--- src/rtl/rpp_pkg.sv ---
package rpp_pkg;

    typedef enum logic [1:0] {
        ST_UNINIT = 2'd0,
        ST_FILL   = 2'd1,
        ST_HDR    = 2'd2
    } rpp_state_e;

    typedef enum logic [2:0] {
        ACT_IDLE   = 3'd0,
        ACT_LOAD   = 3'd1,
        ACT_REWIND = 3'd2,
        ACT_COMMIT = 3'd3,
        ACT_DATA   = 3'd4,
        ACT_HDR    = 3'd5
    } rpp_act_e;

    typedef struct packed {
        logic load;
        logic bad;
        logic good;
        logic strobe;
    } rpp_req_t;

    // Fixed priority: host load, then flawed frame, then good frame, then byte
    function automatic rpp_act_e rpp_decide(rpp_state_e st, rpp_req_t rq);
        rpp_act_e a;
        a = ACT_IDLE;
        if (rq.load) begin
            a = ACT_LOAD;
        end else begin
            unique case (st)
                ST_FILL: begin
                    if (rq.bad)         a = ACT_REWIND;
                    else if (rq.good)   a = ACT_COMMIT;
                    else if (rq.strobe) a = ACT_DATA;
                end
                ST_HDR: begin
                    if (rq.strobe)      a = ACT_HDR;
                end
                default: a = ACT_IDLE;
            endcase
        end
        return a;
    endfunction

endpackage

--- src/rtl/rpp_evt_arb.sv ---
module rpp_evt_arb
    import rpp_pkg::*;
(
    input  rpp_state_e state_i,
    input  logic       load_i,
    input  logic       bad_i,
    input  logic       good_i,
    input  logic       strobe_i,
    output rpp_act_e   act_o
);
    rpp_req_t req;

    always_comb begin
        req.load   = load_i;
        req.bad    = bad_i;
        req.good   = good_i;
        req.strobe = strobe_i;
        act_o      = rpp_decide(state_i, req);
    end
endmodule

--- src/rtl/rpp_page_succ.sv ---
module rpp_page_succ #(
    parameter int PAGE_W = 8
) (
    input  logic [PAGE_W-1:0] page_i,
    input  logic [PAGE_W-1:0] start_i,
    input  logic [PAGE_W-1:0] stop_i,
    output logic [PAGE_W-1:0] succ_o
);
    logic [PAGE_W-1:0] inc;

    always_comb begin
        inc    = page_i + {{(PAGE_W-1){1'b0}}, 1'b1};
        succ_o = (inc == stop_i) ? start_i : inc;
    end
endmodule

--- src/rtl/rpp_ptr_core.sv ---
module rpp_ptr_core
    import rpp_pkg::*;
#(
    parameter int PAGE_W    = 8,
    parameter int OFS_W     = 8,
    parameter int HDR_BYTES = 4,
    localparam int HCNT_W   = (HDR_BYTES > 1) ? $clog2(HDR_BYTES) : 1
) (
    input  logic              clk,
    input  logic              rst,
    input  rpp_act_e          act_i,
    input  logic [PAGE_W-1:0] load_page_i,
    input  logic [PAGE_W-1:0] succ_i,
    output rpp_state_e        state_o,
    output logic [PAGE_W-1:0] cur_o,
    output logic [PAGE_W-1:0] pg_o,
    output logic [OFS_W-1:0]  ofs_o,
    output logic [HCNT_W-1:0] hcnt_o
);
    localparam logic [OFS_W-1:0]  DATA_OFS = OFS_W'(HDR_BYTES);
    localparam logic [OFS_W-1:0]  OFS_MAX  = {OFS_W{1'b1}};
    localparam logic [HCNT_W-1:0] HCNT_END = HCNT_W'(HDR_BYTES - 1);

    always_ff @(posedge clk) begin
        if (rst) begin
            state_o <= ST_UNINIT;
            cur_o   <= '0;
            pg_o    <= '0;
            ofs_o   <= '0;
            hcnt_o  <= '0;
        end else begin
            unique case (act_i)
                ACT_LOAD: begin
                    cur_o   <= load_page_i;
                    pg_o    <= load_page_i;
                    ofs_o   <= DATA_OFS;
                    hcnt_o  <= '0;
                    state_o <= ST_FILL;
                end
                ACT_REWIND: begin
                    pg_o  <= cur_o;
                    ofs_o <= DATA_OFS;
                end
                ACT_COMMIT: begin
                    // pg_o holds the next frame's first page during the header phase
                    pg_o    <= (ofs_o == '0) ? pg_o : succ_i;
                    ofs_o   <= DATA_OFS;
                    hcnt_o  <= '0;
                    state_o <= ST_HDR;
                end
                ACT_DATA: begin
                    if (ofs_o == OFS_MAX) begin
                        ofs_o <= '0;
                        pg_o  <= succ_i;
                    end else begin
                        ofs_o <= ofs_o + {{(OFS_W-1){1'b0}}, 1'b1};
                    end
                end
                ACT_HDR: begin
                    if (hcnt_o == HCNT_END) begin
                        cur_o   <= pg_o;
                        hcnt_o  <= '0;
                        state_o <= ST_FILL;
                    end else begin
                        hcnt_o <= hcnt_o + {{(HCNT_W-1){1'b0}}, 1'b1};
                    end
                end
                default: ;
            endcase
        end
    end
endmodule

--- src/rtl/rpp_rx_page_ptr.sv ---
module rpp_rx_page_ptr
    import rpp_pkg::*;
#(
    parameter int PAGE_W    = 8,
    parameter int OFS_W     = 8,
    parameter int HDR_BYTES = 4,
    localparam int ADDR_W   = PAGE_W + OFS_W,
    localparam int HCNT_W   = (HDR_BYTES > 1) ? $clog2(HDR_BYTES) : 1
) (
    input  logic              clk,
    input  logic              rst,
    input  logic [PAGE_W-1:0] ring_start_i,
    input  logic [PAGE_W-1:0] ring_stop_i,
    input  logic              host_cur_we_i,
    input  logic [PAGE_W-1:0] host_cur_data_i,
    input  logic              byte_we_i,
    input  logic              frame_good_i,
    input  logic              frame_bad_i,
    output logic [ADDR_W-1:0] mem_addr_o,
    output logic [PAGE_W-1:0] cur_page_o,
    output logic              hdr_busy_o
);
    rpp_state_e        state;
    rpp_act_e          act;
    logic [PAGE_W-1:0] cur_pg;
    logic [PAGE_W-1:0] dma_pg;
    logic [OFS_W-1:0]  dma_ofs;
    logic [HCNT_W-1:0] hcnt;
    logic [PAGE_W-1:0] succ_pg;

    rpp_evt_arb u_arb (
        .state_i  (state),
        .load_i   (host_cur_we_i),
        .bad_i    (frame_bad_i),
        .good_i   (frame_good_i),
        .strobe_i (byte_we_i),
        .act_o    (act)
    );

    rpp_page_succ #(.PAGE_W(PAGE_W)) u_succ (
        .page_i  (dma_pg),
        .start_i (ring_start_i),
        .stop_i  (ring_stop_i),
        .succ_o  (succ_pg)
    );

    rpp_ptr_core #(
        .PAGE_W    (PAGE_W),
        .OFS_W     (OFS_W),
        .HDR_BYTES (HDR_BYTES)
    ) u_core (
        .clk         (clk),
        .rst         (rst),
        .act_i       (act),
        .load_page_i (host_cur_data_i),
        .succ_i      (succ_pg),
        .state_o     (state),
        .cur_o       (cur_pg),
        .pg_o        (dma_pg),
        .ofs_o       (dma_ofs),
        .hcnt_o      (hcnt)
    );

    always_comb begin
        hdr_busy_o = (state == ST_HDR);
        cur_page_o = cur_pg;
        if (hdr_busy_o) mem_addr_o = {cur_pg, OFS_W'(hcnt)};
        else            mem_addr_o = {dma_pg, dma_ofs};
    end
endmodule

--- config.mk ---
export PLATFORM = sky130hd
export DESIGN_NAME = rpp_rx_page_ptr
export DESIGN_NICKNAME = d
export VERILOG_FILES = /design/src/rtl/rpp_pkg.sv /design/src/rtl/rpp_evt_arb.sv /design/src/rtl/rpp_page_succ.sv /design/src/rtl/rpp_ptr_core.sv /design/src/rtl/rpp_rx_page_ptr.sv
export SDC_FILE = /design/constraint.sdc
export NUM_CORES = 1
export LEC_CHECK = 0
export BUFFER_PORTS_ARGS = -buffer_cell sky130_fd_sc_hd__clkbuf_2
export CAP_MARGIN = 20
export CORE_UTILIZATION = 30
export CTS_BUF_LIST = sky130_fd_sc_hd__clkbuf_8 sky130_fd_sc_hd__clkbuf_16
export CTS_CLUSTER_DIAMETER = 100
export DETAILED_ROUTE_END_ITERATION = 8
export HOLD_SLACK_MARGIN = 0.03
export SLEW_MARGIN = 20
export SYNTH_ARGS = -nofsm -noshare
export SYNTH_HDL_FRONTEND = slang
export SYNTH_HIERARCHICAL = 1
export SYNTH_SLANG_ARGS = --single-unit
--- constraint.sdc ---
create_clock -name clk -period 4.05 [get_ports clk]
set_clock_uncertainty 0.2 [all_clocks]
set_input_delay 0 -clock clk [delete_from_list [all_inputs] [get_ports clk]]
set_output_delay 0 -clock clk [all_outputs]
set_load 0.005 [all_outputs]
**Yosys cells after proc, flatten, opt, wreduce, memory -nomap -nowiden**

Index checks and enable logic that the tools add are counted.

- Register bits after elaboration: 28
- Input port bits: 30
- Output and inout port bits: 25
- Word-level logic and storage cells: 51

- Add/subtract/negate cells: 3
- Equality and inequality tests: 13
- Multiplexer cells: 19
- Reductions and logical operators: 11

Operators by type and width:

| kind | number |
|---|---|
| 8-bit two-way mux | 5 |
| 8-bit one-hot mux with 2 select lines | 2 |
| 8-bit one-hot mux with 4 select lines | 1 |
| 8-bit by 1-bit adder with 8-bit output (second input constant) | 2 |
| 16-bit two-way mux | 1 |
| 3-bit two-way mux | 5 |
| 8-bit equality test | 1 |
| 8-bit equality test (second input constant) | 1 |
| 8-bit logical NOT | 1 |
| 3-bit by 2-bit equality test with 1-bit output (second input constant) | 2 |
| 3-bit equality test (second input constant) | 2 |
| 2-bit one-hot mux with 3 select lines | 1 |
| 3-bit one-hot mux with 2 select lines | 1 |
| 2-bit nonzero test | 3 |
| 2-bit equality test (second input constant) | 2 |
| 2-bit two-way mux | 2 |
| 2-bit by 1-bit inequality test with 1-bit output (second input constant) | 2 |
| 2-bit one-hot mux with 2 select lines | 1 |
| 2-bit AND reduction | 2 |
| 4-bit nonzero test | 1 |
| 3-bit by 1-bit equality test with 1-bit output (second input constant) | 1 |
| 3-bit AND reduction | 1 |
| 3-bit nonzero test | 1 |
| 3-bit OR reduction | 1 |
| other kinds (4) | 4 |

**Depth between registers and ports, before layout**

- Word-level depth: 8
- Mapped depth: 10
- Gate-level depth less buffers: 10

**By module**

Netlist, hierarchy kept.

By module, submodules not included:

| module | times used | cells each | area each (um^2) | sequential area each (um^2) |
|---|---|---|---|---|
| rpp_ptr_core | 1 | 191 | 1691.6 | 560.5 |
| rpp_page_succ | 1 | 45 | 392.9 | 0.0 |
| rpp_rx_page_ptr | 1 | 19 | 209.0 | 0.0 |
| rpp_evt_arb | 1 | 13 | 101.3 | 0.0 |

**Worst setup path after synthesis**

OpenSTA, ideal clock, no wires.

- Path type: register -> register
- Start: register u_core.pg_o[0]
- End: register u_core.pg_o[1]
- Setup time: 132 ps
- Data arrival time: 2574 ps
- Required time: 3718 ps
- Slack: 1145 ps
- Cell stages (with the launch flop): 11
- Path buffers: 0
- Period minus slack after synthesis: 2905 ps
- Cell sequence: dfxtp_1 ha_1 xnor2_1 xor2_1 nand4_2 nor4_4 mux2_2 mux2_2 o32ai_1 a211o_1 mux2i_1

- Word-level cells in the longest chain between the ends: 5
- Elaborated cells between the ends (all ways): 6
- Classes of those cells: add/sub: 1; eq/ne: 1; mux: 4

Ends and longest elaborated chain:

| element | line | text |
|---|---|---|
| from (decl) | rpp_ptr_core.sv:16 | `output logic [PAGE_W-1:0] pg_o,` |
| from (signal assigned) | rpp_ptr_core.sv:35 | `pg_o <= load_page_i;` |
| from (signal assigned) | rpp_ptr_core.sv:41 | `pg_o <= cur_o;` |
| from (signal assigned) | rpp_ptr_core.sv:46 | `pg_o <= (ofs_o == '0) ? pg_o : succ_i;` |
| 8-bit by 1-bit adder with 8-bit output * | rpp_page_succ.sv:12 | `inc = page_i + {{(PAGE_W-1){1'b0}}, 1'b1};` |
| 8-bit equality test | rpp_page_succ.sv:13 | `succ_o = (inc == stop_i) ? start_i : inc;` |
| 8-bit two-way mux * | rpp_page_succ.sv:13 |  |
| net succ_pg[1] | rpp_rx_page_ptr.sv:29 | `logic [PAGE_W-1:0] succ_pg;` |
| 8-bit two-way mux, on equally long branches | rpp_ptr_core.sv:52, rpp_ptr_core.sv:46 |  |
| 8-bit one-hot mux with 4 select lines * | rpp_ptr_core.sv:32 | `unique case (act_i)` |

Mark *: on every way through the listed nets, which the timed path passes. The rest lies on a longest branch. The select of a mux whose other input is x is not followed.
A chain may end at the register's enable or synchronous reset.

**Worst setup path after layout**

Same ends and word-level chain as after synthesis.

==> results.sh <==
export IMPL_status="finished clean"
export IMPL_insertion_delay_ps=280
export IMPL_yosysWarnings=6
export IMPL_cts_buffer_depth=2
export IMPL_grt_overflow_total=0
export IMPL_hold_viol=0
export IMPL_drt_first_iter_violations=231
export IMPL_power_switching_w=0.000209
export IMPL_synth_top_family_by_area="compound AO/OA/AOI/OAI gates"
export IMPL_core_um2=7730
export IMPL_avgSynthCellArea_um2=8.94
export IMPL_place_gp_congestion=0.823
export IMPL_synthXorXnorAreaFrac_pct=7.89
export IMPL_antenna_found_initial=0
export IMPL_yosys_area_share_simple_pct=21.1
export IMPL_setup_viol=0
export IMPL_wl_per_cell_um=15.5
export IMPL_yosys_top_cells_area="dfxtp_1, mux2_2, mux2i_1"
export IMPL_post_cts_setup_buffers=0
export IMPL_worstMarginPinSlew_ps=791
export IMPL_max_cap_violations=0
export IMPL_tritoncts="done"
export IMPL_p_int_w=0.000455
export IMPL_grt_pass1_wl_mm=10.2
export IMPL_ant_nets=0
export IMPL_syn_to_final_growth_pct=18.2
export IMPL_die_area_um2=8340
export IMPL_numCtsBuffers=3
export IMPL_grt_max_degree=37
export IMPL_fmax_ghz=0.310
export IMPL_cp_required_ps=4010
export IMPL_finalCritPeriodShare_pct=79.6
export IMPL_synth_edf_count=0
export IMPL_synth_adder_area_share_pct=3.66
export IMPL_cp_end_kind="flop"
export IMPL_syn_nets=305
export IMPL_fin_util_pct=36.6
export IMPL_drive_gt1_share_pct=28.6
export IMPL_post_route_cell_area_um2=2830
export IMPL_dp_final_hpwl_mm=4.61
export IMPL_viasPerCell=5.40
export IMPL_cp_start_kind="flop"
export IMPL_synthMuxAreaShare_pct=15.8
export IMPL_seqPwrFrac_pct=47.7
export IMPL_synthMostInstantiatedCell="dfxtp_1"
export IMPL_dpl_cell_area_um2=2690
export IMPL_dr_pass1_iters=4
export IMPL_path_clk_slew_ps=100
export IMPL_track_usage_pct=14.9
export IMPL_netlist_cell_type_count=55
export IMPL_pin_count=55
export IMPL_synth_top_cells_by_count="dfxtp_1, mux2_2, nand2_1"
export IMPL_cts_resized=0
export IMPL_portBuffers=54
export IMPL_yosysSeqAreaShare_pct=23.4
export IMPL_grt_pass1_vias=2128
export IMPL_num_fill_cells=783
export IMPL_clkPwrFrac_pct=23.4
export IMPL_synth_top_cell_area_share_pct=23.4
export IMPL_period_minus_slack_ps=3230
export IMPL_slew_violations=0
export IMPL_synth_compound_area_share_pct=21.7
export IMPL_fin_setup_tns_ps=0
export IMPL_p_sw_share_pct=31.5
export IMPL_yosys_register_bits=28
export IMPL_layout_nets=357
export IMPL_syn_area_um2=2390
export IMPL_cts_sinks=28
export IMPL_rows=32
export IMPL_vdd_drop_max_mv=0.117
export IMPL_wl_mm=6.53
export IMPL_antenna_cells=0
export IMPL_final_cell_count_no_fill=420
export IMPL_synth_main_ff_cell="dfxtp_1"
export IMPL_die_y_um=91.3
export IMPL_leakage_nw=1.15
export IMPL_htreeDepth=1
export IMPL_via_count=2269
export IMPL_syn_inst=268
export IMPL_synthArstFlopShare_pct=0
export IMPL_cp_arrival_ps=3180
export IMPL_yosysTopAreaCell="dfxtp_1"
export IMPL_hp_class="primary input to flop"
export IMPL_initial_core_util_pct=31.0
export IMPL_drc_errors=0
export IMPL_die_width_um=91.3
export IMPL_crit_path_max_fanout=8
export IMPL_power_density_nw_per_um2=235
export IMPL_setup_slack_ps=825
export IMPL_pre_cts_ws_ps=858
export IMPL_cts_root_buf="clkbuf_8"
export IMPL_relSlewSlack_pct=47.2
export IMPL_placed_cells=407
export IMPL_rsz0062_at_grt="no"
export IMPL_criticalPathCategory="flop to flop"
export IMPL_comb_power_share_pct=28.9
==> layout make-up <==
class | count | area (um^2) | area share [%]
Clock buffer | 3 | 41.3 | 1.46
Inverter | 10 | 37.5 | 1.33
Tap cell | 102 | 128 | 4.51
Sequential cell | 28 | 561 | 19.8
Multi-Input combinational cell | 211 | 1680 | 59.3
Timing Repair Buffer | 66 | 385 | 13.6
==> power by group through the flow <==
| stage | Clock [W] | Sequential, W | Combinational, W |
|---|---|---|---|
| 6_report | 0.000156 | 0.000316 | 0.000192 |
| 2_1_floorplan | 0 | 0.000313 | 0.000134 |
| 4_1_cts | 0.000160 | 0.000316 | 0.000192 |
| 3_5_place_dp | 0 | 0.000323 | 0.000183 |
| 3_3_place_gp | 0 | 0.000322 | 0.000181 |
| 5_1_grt | 0.000170 | 0.000320 | 0.000207 |
==> per-stage QoR <==
stage	total power [W]	hold slack (ps)
final	0.000664	56.4
after global routing	0.000697	85.9
after CTS	0.000668	66.3
after detailed placement	0.000506	200
after global placement	0.000503	191
after floorplan	0.000447	53.0
==> worst max-delay path, cell delays in order (launching register included) <==
cell and delay [ps]:
dfxtp_1 490, ha_1 280, xnor2_1 170, xor2_1 190
nand4_2 220, nor4_4 550, mux2_2 410, mux2_2 270
o32ai_1 120, a211o_1 140, mux2i_1 60
==> flip-flops by register name, summed over array words and instances, names as in the netlist <==
| signal | count |
|---|---|
| u_core/hcnt_o | 2 |
| u_core/state_o | 2 |
| u_core/cur_o | 8 |
| u_core/ofs_o | 8 |
| u_core/pg_o | 8 |
==> cells by family after synthesis <==
logic type      after synthesis
mux                          34
flops                        28
fa+ha+maj                     7
simple gates                 81
buf+inv                      29
xor+xnor                     20
compound gates               69
==> final timing paths <==
path / start / to / slack (ps) / cells after the start
max reg2reg: u_core/pg_o[0] / u_core/pg_o[1] / 820 / 10
max: u_core/pg_o[0] / u_core/pg_o[1] / 820 / 10
min: ring_stop_i[7] / u_core/pg_o[7] / 60 / 5
min reg2reg: u_core/cur_o[7] / u_core/cur_o[7] / 290 / 2
==> what timing repair did <==
action                                  CTS  global route
endpoints found under the setup margin    0             0
endpoints found under the hold margin    16             0
hold buffers                             10             0
==> cells in the final DEF (no fill, tap or decap), drive strengths merged, types with 8 or more instances in the layout <==
cell / count
nand3: 8
inv: 10
mux2: 21
o22ai: 9
mux2i: 13
clkbuf: 57
xnor2: 14
nor2: 13
o221ai: 8
a21oi: 14
dlygate4sd3: 10
a211o: 8
nand2: 17
dfxtp: 28
o32ai: 8
==> per-layer routing <==
layer,vias to the layer above,GRT usage (%),share of wire [%]
li1,1112,-,-
met1,1076,20.2,46
met2,71,24.4,46
met3,10,2.18,6.1
met4,0,4.63,1.9
met5,-,0,0
Note: power is estimated with default switching activity, not from simulation.
